## config.mk

```make
export PLATFORM = sky130hd
export DESIGN_NAME = adc_seq_ctrl
export DESIGN_NICKNAME = d
export VERILOG_FILES = /design/src/rtl/adc_seq_pkg.sv /design/src/rtl/adc_sar_engine.sv /design/src/rtl/adc_power_ctrl.sv /design/src/rtl/adc_code_fmt.sv /design/src/rtl/adc_seq_ctrl.sv
export SDC_FILE = /design/constraint.sdc
export NUM_CORES = 1
export LEC_CHECK = 0
export CAP_MARGIN = 10
export CORE_MARGIN = 10
export CORE_UTILIZATION = 50
export CTS_CLUSTER_DIAMETER = 150
export DETAILED_ROUTE_END_ITERATION = 7
export HOLD_SLACK_MARGIN = 0.08
export PLACE_DENSITY = 0.8
export SLEW_MARGIN = 10
export SYNTH_ARGS = -nofsm -noshare
export SYNTH_HDL_FRONTEND = slang
export SYNTH_SLANG_ARGS = --single-unit
```

## constraint.sdc

```tcl
create_clock -name clk -period 4.2 [get_ports clk]
set_clock_uncertainty 0.15 [all_clocks]
set_input_delay 0.63 -clock clk [delete_from_list [all_inputs] [get_ports clk]]
set_output_delay 0.63 -clock clk [all_outputs]
set_load 0.01 [all_outputs]
```

## src/rtl/adc_seq_pkg.sv

```systemverilog
package adc_seq_pkg;

    parameter int unsigned SEL_W = 3;

    typedef enum logic [1:0] {
        PH_IDLE,
        PH_ACQ,
        PH_CONV
    } phase_e;

    typedef enum logic [1:0] {
        PW_ON,
        PW_STBY,
        PW_FULL,
        PW_HARD
    } pwr_e;

    typedef struct packed {
        logic [SEL_W-1:0] chan;
        logic             span;
        logic             bip;
        logic [1:0]       pd;
    } cfg_t;

endpackage

```

## src/rtl/adc_sar_engine.sv

```systemverilog
module adc_sar_engine #(
    parameter int unsigned BITS    = 12,
    parameter int unsigned CLK_DIV = 4
) (
    input  logic            clk,
    input  logic            rst_n,
    input  logic            start,
    input  logic            abort,
    input  logic            cmp_in,
    output logic [BITS-1:0] trial,
    output logic            done,
    output logic [BITS-1:0] code
);
    localparam int unsigned IDX_W = (BITS > 1) ? $clog2(BITS) : 1;
    localparam int unsigned DIV_W = (CLK_DIV > 1) ? $clog2(CLK_DIV) : 1;
    localparam logic [BITS-1:0] MSB_ONLY = {1'b1, {(BITS-1){1'b0}}};

    typedef struct packed {
        logic             busy;
        logic [IDX_W-1:0] idx;
        logic [DIV_W-1:0] div;
        logic [BITS-1:0]  trial;
        logic             done;
        logic [BITS-1:0]  code;
    } sar_t;

    sar_t s_d, s_q;
    logic [BITS-1:0] t_work;

    always_comb begin
        s_d      = s_q;
        s_d.done = 1'b0;
        t_work   = s_q.trial;
        if (abort) begin
            s_d.busy = 1'b0;
        end else if (start) begin
            s_d.busy  = 1'b1;
            s_d.idx   = IDX_W'(BITS - 1);
            s_d.div   = '0;
            s_d.trial = MSB_ONLY;
        end else if (s_q.busy) begin
            if (s_q.div == DIV_W'(CLK_DIV - 1)) begin
                s_d.div = '0;
                if (!cmp_in) t_work[s_q.idx] = 1'b0;
                if (s_q.idx == '0) begin
                    s_d.busy = 1'b0;
                    s_d.done = 1'b1;
                    s_d.code = t_work;
                end else begin
                    t_work[s_q.idx - 1'b1] = 1'b1;
                    s_d.idx = s_q.idx - 1'b1;
                end
                s_d.trial = t_work;
            end else begin
                s_d.div = s_q.div + 1'b1;
            end
        end
    end

    always_ff @(posedge clk or negedge rst_n) begin
        if (!rst_n) s_q <= '0;
        else        s_q <= s_d;
    end

    assign trial = s_q.trial;
    assign done  = s_q.done;
    assign code  = s_q.code;

    // every conversion begins with only the MSB on trial
    assert_trial_msb_R4: assert property (@(posedge clk) disable iff (!rst_n)
        (start && !abort) |=> (trial == MSB_ONLY));

    // completion is a single-cycle pulse
    assert_done_pulse_R4: assert property (@(posedge clk) disable iff (!rst_n)
        done |=> !done);

endmodule

```

## src/rtl/adc_power_ctrl.sv

```systemverilog
module adc_power_ctrl
    import adc_seq_pkg::*;
(
    input  logic       clk,
    input  logic       rst_n,
    input  logic       shdn_n,
    input  logic       apply,
    input  logic [1:0] pd_req,
    input  logic       wake,
    output logic       core_en,
    output logic       ref_buf_en
);
    pwr_e st_d, st_q;

    always_comb begin
        st_d = st_q;
        if (!shdn_n) begin
            st_d = PW_HARD;
        end else if (st_q == PW_HARD) begin
            st_d = PW_ON;
        end else if (st_q == PW_ON) begin
            if (apply && pd_req[1]) st_d = pd_req[0] ? PW_FULL : PW_STBY;
        end else if (wake) begin
            st_d = PW_ON;
        end
    end

    always_ff @(posedge clk or negedge rst_n) begin
        if (!rst_n) st_q <= PW_ON;
        else        st_q <= st_d;
    end

    assign core_en    = (st_q == PW_ON);
    assign ref_buf_en = (st_q == PW_ON) || (st_q == PW_STBY);

    // hardware shutdown removes both enables on the next cycle
    assert_hard_off_R10: assert property (@(posedge clk) disable iff (!rst_n)
        !shdn_n |=> (!core_en && !ref_buf_en));

    // wake from a software power-down restores the core
    assert_wake_on_R9: assert property (@(posedge clk) disable iff (!rst_n)
        (shdn_n && wake && (st_q == PW_STBY || st_q == PW_FULL)) |=> core_en);

endmodule

```

## src/rtl/adc_code_fmt.sv

```systemverilog
module adc_code_fmt #(
    parameter int unsigned BITS = 12
) (
    input  logic [BITS-1:0] raw,
    input  logic            bip,
    output logic [BITS-1:0] code
);
    always_comb begin
        code           = raw;
        code[BITS-1]   = raw[BITS-1] ^ bip;
    end
endmodule

```

## src/rtl/adc_seq_ctrl.sv

```systemverilog
module adc_seq_ctrl
    import adc_seq_pkg::*;
#(
    parameter int unsigned BITS    = 12,
    parameter int unsigned CLK_DIV = 4
) (
    input  logic             clk,
    input  logic             rst_n,
    input  logic             cfg_strobe,
    input  logic [SEL_W-1:0] cfg_chan,
    input  logic             cfg_span,
    input  logic             cfg_bip,
    input  logic [1:0]       cfg_pd,
    input  logic             stop_strobe,
    input  logic             wake_strobe,
    input  logic             shdn_n,
    input  logic             cmp_in,
    output logic             th_track,
    output logic [SEL_W-1:0] mux_sel,
    output logic             rng_sel,
    output logic             bip_sel,
    output logic [BITS-1:0]  sar_dac,
    output logic             conv_busy,
    output logic             core_en,
    output logic             ref_buf_en,
    output logic [BITS-1:0]  result,
    output logic             result_valid
);
    typedef struct packed {
        phase_e          phase;
        cfg_t            act;
        logic            pend_v;
        cfg_t            pend;
        logic [BITS-1:0] res;
        logic            res_v;
    } ctl_t;

    ctl_t c_d, c_q;
    cfg_t in_cfg;
    logic sar_start, sar_abort, sar_done, pd_apply;
    logic [BITS-1:0] sar_code, fmt_code;

    always_comb begin
        in_cfg.chan = cfg_chan;
        in_cfg.span = cfg_span;
        in_cfg.bip  = cfg_bip;
        in_cfg.pd   = cfg_pd;
    end

    always_comb begin
        c_d       = c_q;
        c_d.res_v = 1'b0;
        sar_start = 1'b0;
        sar_abort = !shdn_n;
        pd_apply  = 1'b0;
        if (!shdn_n) begin
            c_d.phase  = PH_IDLE;
            c_d.pend_v = 1'b0;
        end else begin
            unique case (c_q.phase)
                PH_IDLE: begin
                    if (cfg_strobe && core_en) begin
                        c_d.act   = in_cfg;
                        c_d.phase = PH_ACQ;
                    end
                end
                PH_ACQ: begin
                    if (cfg_strobe) begin
                        c_d.act = in_cfg;
                    end else if (stop_strobe) begin
                        c_d.phase = PH_CONV;
                        sar_start = 1'b1;
                    end
                end
                PH_CONV: begin
                    if (cfg_strobe) begin
                        c_d.pend   = in_cfg;
                        c_d.pend_v = 1'b1;
                    end
                    if (sar_done) begin
                        c_d.res   = fmt_code;
                        c_d.res_v = 1'b1;
                        if (c_q.pend_v || cfg_strobe) begin
                            c_d.act    = cfg_strobe ? in_cfg : c_q.pend;
                            c_d.pend_v = 1'b0;
                            c_d.phase  = PH_ACQ;
                        end else begin
                            c_d.phase = PH_IDLE;
                            pd_apply  = 1'b1;
                        end
                    end
                end
                default: c_d.phase = PH_IDLE;
            endcase
        end
    end

    always_ff @(posedge clk or negedge rst_n) begin
        if (!rst_n) c_q <= '0;
        else        c_q <= c_d;
    end

    adc_sar_engine #(.BITS(BITS), .CLK_DIV(CLK_DIV)) u_sar (
        .clk    (clk),
        .rst_n  (rst_n),
        .start  (sar_start),
        .abort  (sar_abort),
        .cmp_in (cmp_in),
        .trial  (sar_dac),
        .done   (sar_done),
        .code   (sar_code)
    );

    adc_code_fmt #(.BITS(BITS)) u_fmt (
        .raw  (sar_code),
        .bip  (c_q.act.bip),
        .code (fmt_code)
    );

    adc_power_ctrl u_pwr (
        .clk        (clk),
        .rst_n      (rst_n),
        .shdn_n     (shdn_n),
        .apply      (pd_apply),
        .pd_req     (c_q.act.pd),
        .wake       (wake_strobe),
        .core_en    (core_en),
        .ref_buf_en (ref_buf_en)
    );

    assign th_track     = (c_q.phase == PH_ACQ);
    assign conv_busy    = (c_q.phase == PH_CONV);
    assign mux_sel      = c_q.act.chan;
    assign rng_sel      = c_q.act.span;
    assign bip_sel      = c_q.act.bip;
    assign result       = c_q.res;
    assign result_valid = c_q.res_v;

    // the core is never powered down under a running conversion
    assert_busy_core_on_R8: assert property (@(posedge clk) disable iff (!rst_n)
        conv_busy |-> core_en);

    // a result only appears straight after a conversion
    assert_valid_after_busy_R4: assert property (@(posedge clk) disable iff (!rst_n)
        result_valid |-> ($past(conv_busy) && !conv_busy));

    // the output register changes only with a result pulse
    assert_result_hold_R11: assert property (@(posedge clk) disable iff (!rst_n)
        !result_valid |-> $stable(result));

    // the selects do not move while a conversion keeps running
    assert_sel_frozen_R12: assert property (@(posedge clk) disable iff (!rst_n)
        (conv_busy && $past(conv_busy)) |-> ($stable(mux_sel) && $stable(bip_sel)));

    // a stop with no open window starts nothing
    assert_stop_idle_R3: assert property (@(posedge clk) disable iff (!rst_n)
        (shdn_n && stop_strobe && !th_track && !conv_busy) |=> !conv_busy);

endmodule

```

# Word level (Yosys, flattened, before mapping)
# Index checks and enable logic that the tools add are counted.
[totals] ff_bits=64 in_bits=14 output_inout_bits=34 elab_cells=119
[classes] addsub=2 n_lt_le_gt_ge=4 eq_ne=17 n_mux=51 bitwise_logic=5 n_reduce_logical=21
[ops] op="12-bit two-way mux" n=6
[ops] op="13-bit two-way mux" n=4
[ops] op="32-bit two-way mux" n=1
[ops] op="25-bit two-way mux" n=1
[ops] op="21-bit two-way mux" n=1
[ops] op="7-bit case mux with 3 select lines" n=1
[ops] op="2-bit two-way mux" n=10
[ops] op="19-bit two-way mux" n=1
[ops] op="8-bit two-way mux" n=2
[ops] op="1-bit two-way mux" n=15
[ops] op="7-bit two-way mux" n=2
[ops] op="12-bit bitwise AND" n=1
[ops] op="12-bit inverter" n=1
[ops] op="12-bit bitwise OR" n=1
[ops] op="4-bit by 5-bit less-than comparator with 1-bit output (second input constant)" n=2
[ops] op="10-bit two-way mux" n=1
[ops] op="9-bit two-way mux" n=1
[ops] op="3-bit != test (second input constant)" n=3
[ops] op="3-bit AND reduction" n=3
[ops] op="1-bit demux with 4-bit select" n=2
[ops] op="4-bit by 1-bit greater-or-equal comparator with 1-bit output (second input constant)" n=2
[ops] op="4-bit by 2-bit != test with 1-bit output (second input constant)" n=2
[ops] op="4-bit AND reduction" n=2
[ops] op="2-bit == test (second input constant)" n=3
[ops] op="20 further kinds" n=32

# Longest topological paths before layout
[depth] depth_word=17 ltp_mapped=7 mapped_depth_nobuf=6

# By module
# Synthesis repeated with hierarchy kept, for this count alone.
[unflattened] hier_cells=338 area_unflattened_um2=3535.9
[modules_own_cells] module="adc_sar_engine" instances=1 cells_per_inst=207 area_per_inst_um2=1881.8 seq_area_each_um2=800.8
[modules_own_cells] module="adc_seq_ctrl" instances=1 cells_per_inst=109 area_per_inst_um2=1460.2 seq_area_each_um2=750.7
[modules_own_cells] module="adc_power_ctrl" instances=1 cells_per_inst=10 area_per_inst_um2=102.6 seq_area_each_um2=50.0
[modules_own_cells] module="adc_code_fmt" instances=1 cells_per_inst=12 area_per_inst_um2=91.3 seq_area_each_um2=0.0

# Least setup slack after synthesis
# OpenSTA, ideal clock, no wires.
[synth_path] path_kind="input-to-reg" startpoint="input port cfg_strobe" endpoint="register c_q (netlist bit bip_sel)" setup_ns=0.125 arrival_time_ns=1.752 required_time_ns=3.925 setup_slack_ns=2.173 cell_stages=5 path_buffers=1 path_cell_list="buf_2 nor2_1 a21oi_1 o21ai_2 mux2_2"
[synth_between] elab_chain_cells=4 elab_cells_between_ends=10 cone_classes="eq/ne: 3; mux: 4; reduce/logical: 3"
[synth_lines] item="from (decl)" line_no="adc_seq_ctrl.sv:9" rtl="input logic cfg_strobe,"
[synth_lines] item="7-bit two-way mux" line_no="adc_seq_ctrl.sv:84" rtl="c_d.act = cfg_strobe ? in_cfg : c_q.pend;"
[synth_lines] item="8-bit two-way mux" line_no="adc_seq_ctrl.sv:83" rtl="if (c_q.pend_v || cfg_strobe) begin"
[synth_lines] item="10-bit two-way mux" line_no="adc_seq_ctrl.sv:80" rtl="if (sar_done) begin"
[synth_lines] item="7-bit case mux with 3 select lines" line_no="adc_seq_ctrl.sv:60" rtl="unique case (c_q.phase)"
[synth_lines] item="to (signal assigned)" line_no="adc_seq_ctrl.sv:99" rtl="if (!rst_n) c_q <= '0;"
[synth_lines] item="to (signal assigned)" line_no="adc_seq_ctrl.sv:100" rtl="else c_q <= c_d;"
[synth_lines] item="to (decl)" line_no="adc_seq_ctrl.sv:38" rtl="ctl_t c_d, c_q;"
# Parallel ways exist; a longest one is shown, timed or not. The select of a mux whose other input is x is not followed.
# A chain may end at the register's enable or synchronous reset.

# Final worst setup path
[layout_path] startpoint="input port cfg_strobe" endpoint="register u_sar.s_q (netlist bit u_sar.code[3])"
[layout_between] elab_chain_cells=5
[layout_lines] item="1-bit two-way mux" line_no="adc_seq_ctrl.sv:68" rtl="if (cfg_strobe) begin"
[layout_lines] item="1-bit two-way mux" line_no="adc_seq_ctrl.sv:60"
[layout_lines] item="1-bit two-way mux" line_no="adc_seq_ctrl.sv:56" rtl="if (!shdn_n) begin"
[layout_lines] item="1-bit inverter (no source line)"
[layout_lines] item="5-bit AND reduction (no source line)"
[layout_lines] item="to (signal assigned)" line_no="adc_sar_engine.sv:61" rtl="if (!rst_n) s_q <= '0;"
[layout_lines] item="to (signal assigned)" line_no="adc_sar_engine.sv:62" rtl="else s_q <= s_d;"
[layout_lines] item="to (decl)" line_no="adc_sar_engine.sv:27" rtl="sar_t s_d, s_q;"
# Every way passes these cells.

==> results.md <==
* Status: finished, final reports clean
* Die height at ~100 µm
* Commonest cells post-synth: dfrtp_1 (64), nand2_1 (62), o21ai_0 (33)
* Final setup violation count at 0
* Simple-gate portion of the synthesized area at 0.163
* Post-CTS resize count at 0
* Power Dens Cells at 413 nW/µm²
* Multiplexer share of the synthesized area at 0.0508
* IO Count at 48
* Clk_lat worst skew at ~340 ps
* Leading post-synthesis cells by cell area: dfrtp_1 (49%), nand2_1 (7.1%), buf_4 (6.2%), o21ai_0 (5.0%), mux2_2 (4.5%)
* Post-synthesis cell area at about 3300 µm²
* Final slew viol count at 0
* Width of the die at 101 µm
* Clk slew on worst S/H paths at around 70 ps
* Inserted Clock Buffers at 9
* Drt total wl at between 6000 and 7000 µm
* Post-synthesis xor/xnor area fraction at 0.00534
* Avg Inst Size Synth at just under 10 µm²
* Number of nets in the layout at 373
* CTS Root Cell: clkbuf_8
* Rel. slew slack at 0.437
* Register Area at 1600 µm²
* Post-CTS setup buffer count at 0
* I/O Buffers at 47
* Yosys warnings at 0
* Setup_tns at 0 ps
* Fraction of the mapped netlist area in adder cells at 0.0344
* Yosys top cell area share at 0.489
* Synth Flop Type: dfrtp_1
* Largest family of logic cells by synthesized area: compound AO/OA/AOI/OAI gates
* Ant diodes at 0
* DPL Wire Length at 5030 µm
* Filler Cells Inserted at around 520
* Period utilization at 0.663
* Vias in the first global route at around 2,300
* Initial antenna violation count at 0
* DRT iter0 DRCs at 136
* Syn Inst Count at ~330
* Crit path arrival time at ~2800 ps
* Max-Cap Viols at 0
* CP required at ~4200 ps
* CTS max path bufs at 2
* Final Hold Viols at 0
* TritonCTS clock tree: done
* Residual DRC count at 0
* Syn Nets at roughly 350
* Die area at around 10,000 µm²
* Crit Path Category: in2reg
* Gr ovfl total at 0
* Antenna viol nets, final at 0
* Area leader, netlist: dfrtp_1
* Worst Hold Class: in2async
* Sequential-to-total area share from yosys stat at 0.489
* Synth async-reset ratio at 1.00
* Maximum VDD drop at between 0.0002 and 0.00025 V
* Via count at between 2,000 and 2,500
* Wire per inst at ~16 µm
* Clk sinks at 64
* Tmin final at ~2800 ps
* Multi-input logic area at 1370 µm²
* Share of post-route cells with drive strength above 1 at 0.115
* Total GRT Usage at 0.140
* Post-synth EDFFs at 0
* First-pass GRT wire length at 11,600 µm
* P_leak at roughly 1.7 nW
* Cell with the most instances after synthesis: dfrtp_1
* Hold Buf Count CTS at 0
* Critical path fanouts, max at 25
* Flop2flop setup slack at around 1500 ps
* Initial core utilization at 0.516
* RSZ-0062 raised after global routing: no
* Crit start category: primary input
* Least-Margin Pin Slew at about 840 ps
* Via density per instance at between 5 and 6
* Synth Register Bits at 64
* Core area at roughly 6300 µm²
* CP endpoint kind: register
* F_max at roughly 0.36 GHz
* Compound-Gate Fraction of Synth Area at 0.163
* Final GP Congestion at 0.878
* Rows at 29
* Synth-to-Final Area Change at 15.5%
* Largest net degree at the start of global routing at 37
* Number of distinct library cells after synthesis at 50
* H-tree levels at 3
* WHS at between 200 and 250 ps
* Drt first pass iters at 4
==> final cells by class <==
class	count	share of cell area
Clock buffer	10	0.0363
Clock inverter	6	0.0178
Inverter	9	0.0102
Multi-Input combinational cell	217	0.360
Sequential cell	64	0.423
Tap cell	77	0.0254
Timing Repair Buffer	49	0.127
==> where the power goes <==
part | total, mW | switching (mW) | internal (mW)
logic | 0.298 | 0.145 | 0.153
registers | 0.729 | 0.0507 | 0.678
clock network | 0.539 | 0.248 | 0.292
total | 1.57 | 0.444 | 1.12
==> cells by family after synthesis <==
| group | Yosys count |
|---|---|
| flops | 64 |
| xor+xnor | 2 |
| buf+inv | 50 |
| simple gates | 110 |
| fa+ha+maj | 9 |
| mux | 15 |
| compound gates | 81 |
==> metrics by stage <==
stage	setup slack, ps	power, mW	instances	instance area, µm²	utilization
global route	1170	1.64	432	3790	0.596
finish	1420	1.57	432	3790	0.596
floorplan	2170	0.929	331	3280	-
detailed placement	1060	1.04	416	3580	0.564
CTS	1420	1.57	432	3790	0.596
global placement	1210	1.03	416	3580	0.564
==> sequential cells by signal, summed over array words and instances (netlist names) <==
name / flops
u_pwr.st_q: 2
u_sar.done: 1
c_q: 12
result_valid: 1
u_sar.trial: 12
u_sar.s_q: 7
u_sar.code: 12
rng_sel: 1
bip_sel: 1
mux_sel: 3
result: 12
==> per-layer routing <==
| metal | vias to the layer above | part of all wire | GRT usage |
|---|---|---|---|
| met5 | - | 0 | 0 |
| met4 | 0 | 0.020 | 0.0622 |
| met3 | 13 | 0.055 | 0.0336 |
| met2 | 67 | 0.47 | 0.214 |
| met1 | 1156 | 0.46 | 0.184 |
| li1 | 1165 | - | - |
==> placed cells by master (no fill, tap or decap), drive strengths merged, types with 3 or more instances in the layout <==
cell / instances
dfrtp: 64
nand2: 63
clkdlybuf4s50: 46
o21ai: 36
nor2: 15
mux2: 13
a21oi: 11
clkbuf: 10
inv: 10
ha: 9
nand2b: 7
a22o: 6
o221ai: 6
nor2b: 4
o2bb2ai: 4
or3: 3
nand3: 3
buf: 3
==> path summary, 6_finish.rpt <==
path | from | to | depth (start not counted)
max reg2reg | u_sar.s_q[27]$_DFFE_PN0P_ | u_sar.code[8]$_DFFE_PN0P_ | 6
max in group asynchronous | rst_n | u_sar.done$_DFF_PN0_ | 2
max | cfg_strobe | u_sar.code[3]$_DFFE_PN0P_ | 4
min | rst_n | u_sar.trial[11]$_DFFE_PN0P_ | 1
min reg2reg | u_sar.code[5]$_DFFE_PN0P_ | result[5]$_DFFE_PN0P_ | 2
min in group clk | u_sar.code[5]$_DFFE_PN0P_ | result[5]$_DFFE_PN0P_ | 2
==> worst max-delay path: stages <==
cell,delay (ps)
clkdlybuf4s50_1,590
nor4bb_4,700
nand4b_1,680
o21ai_0,220
(Power assumes the default switching activity.)
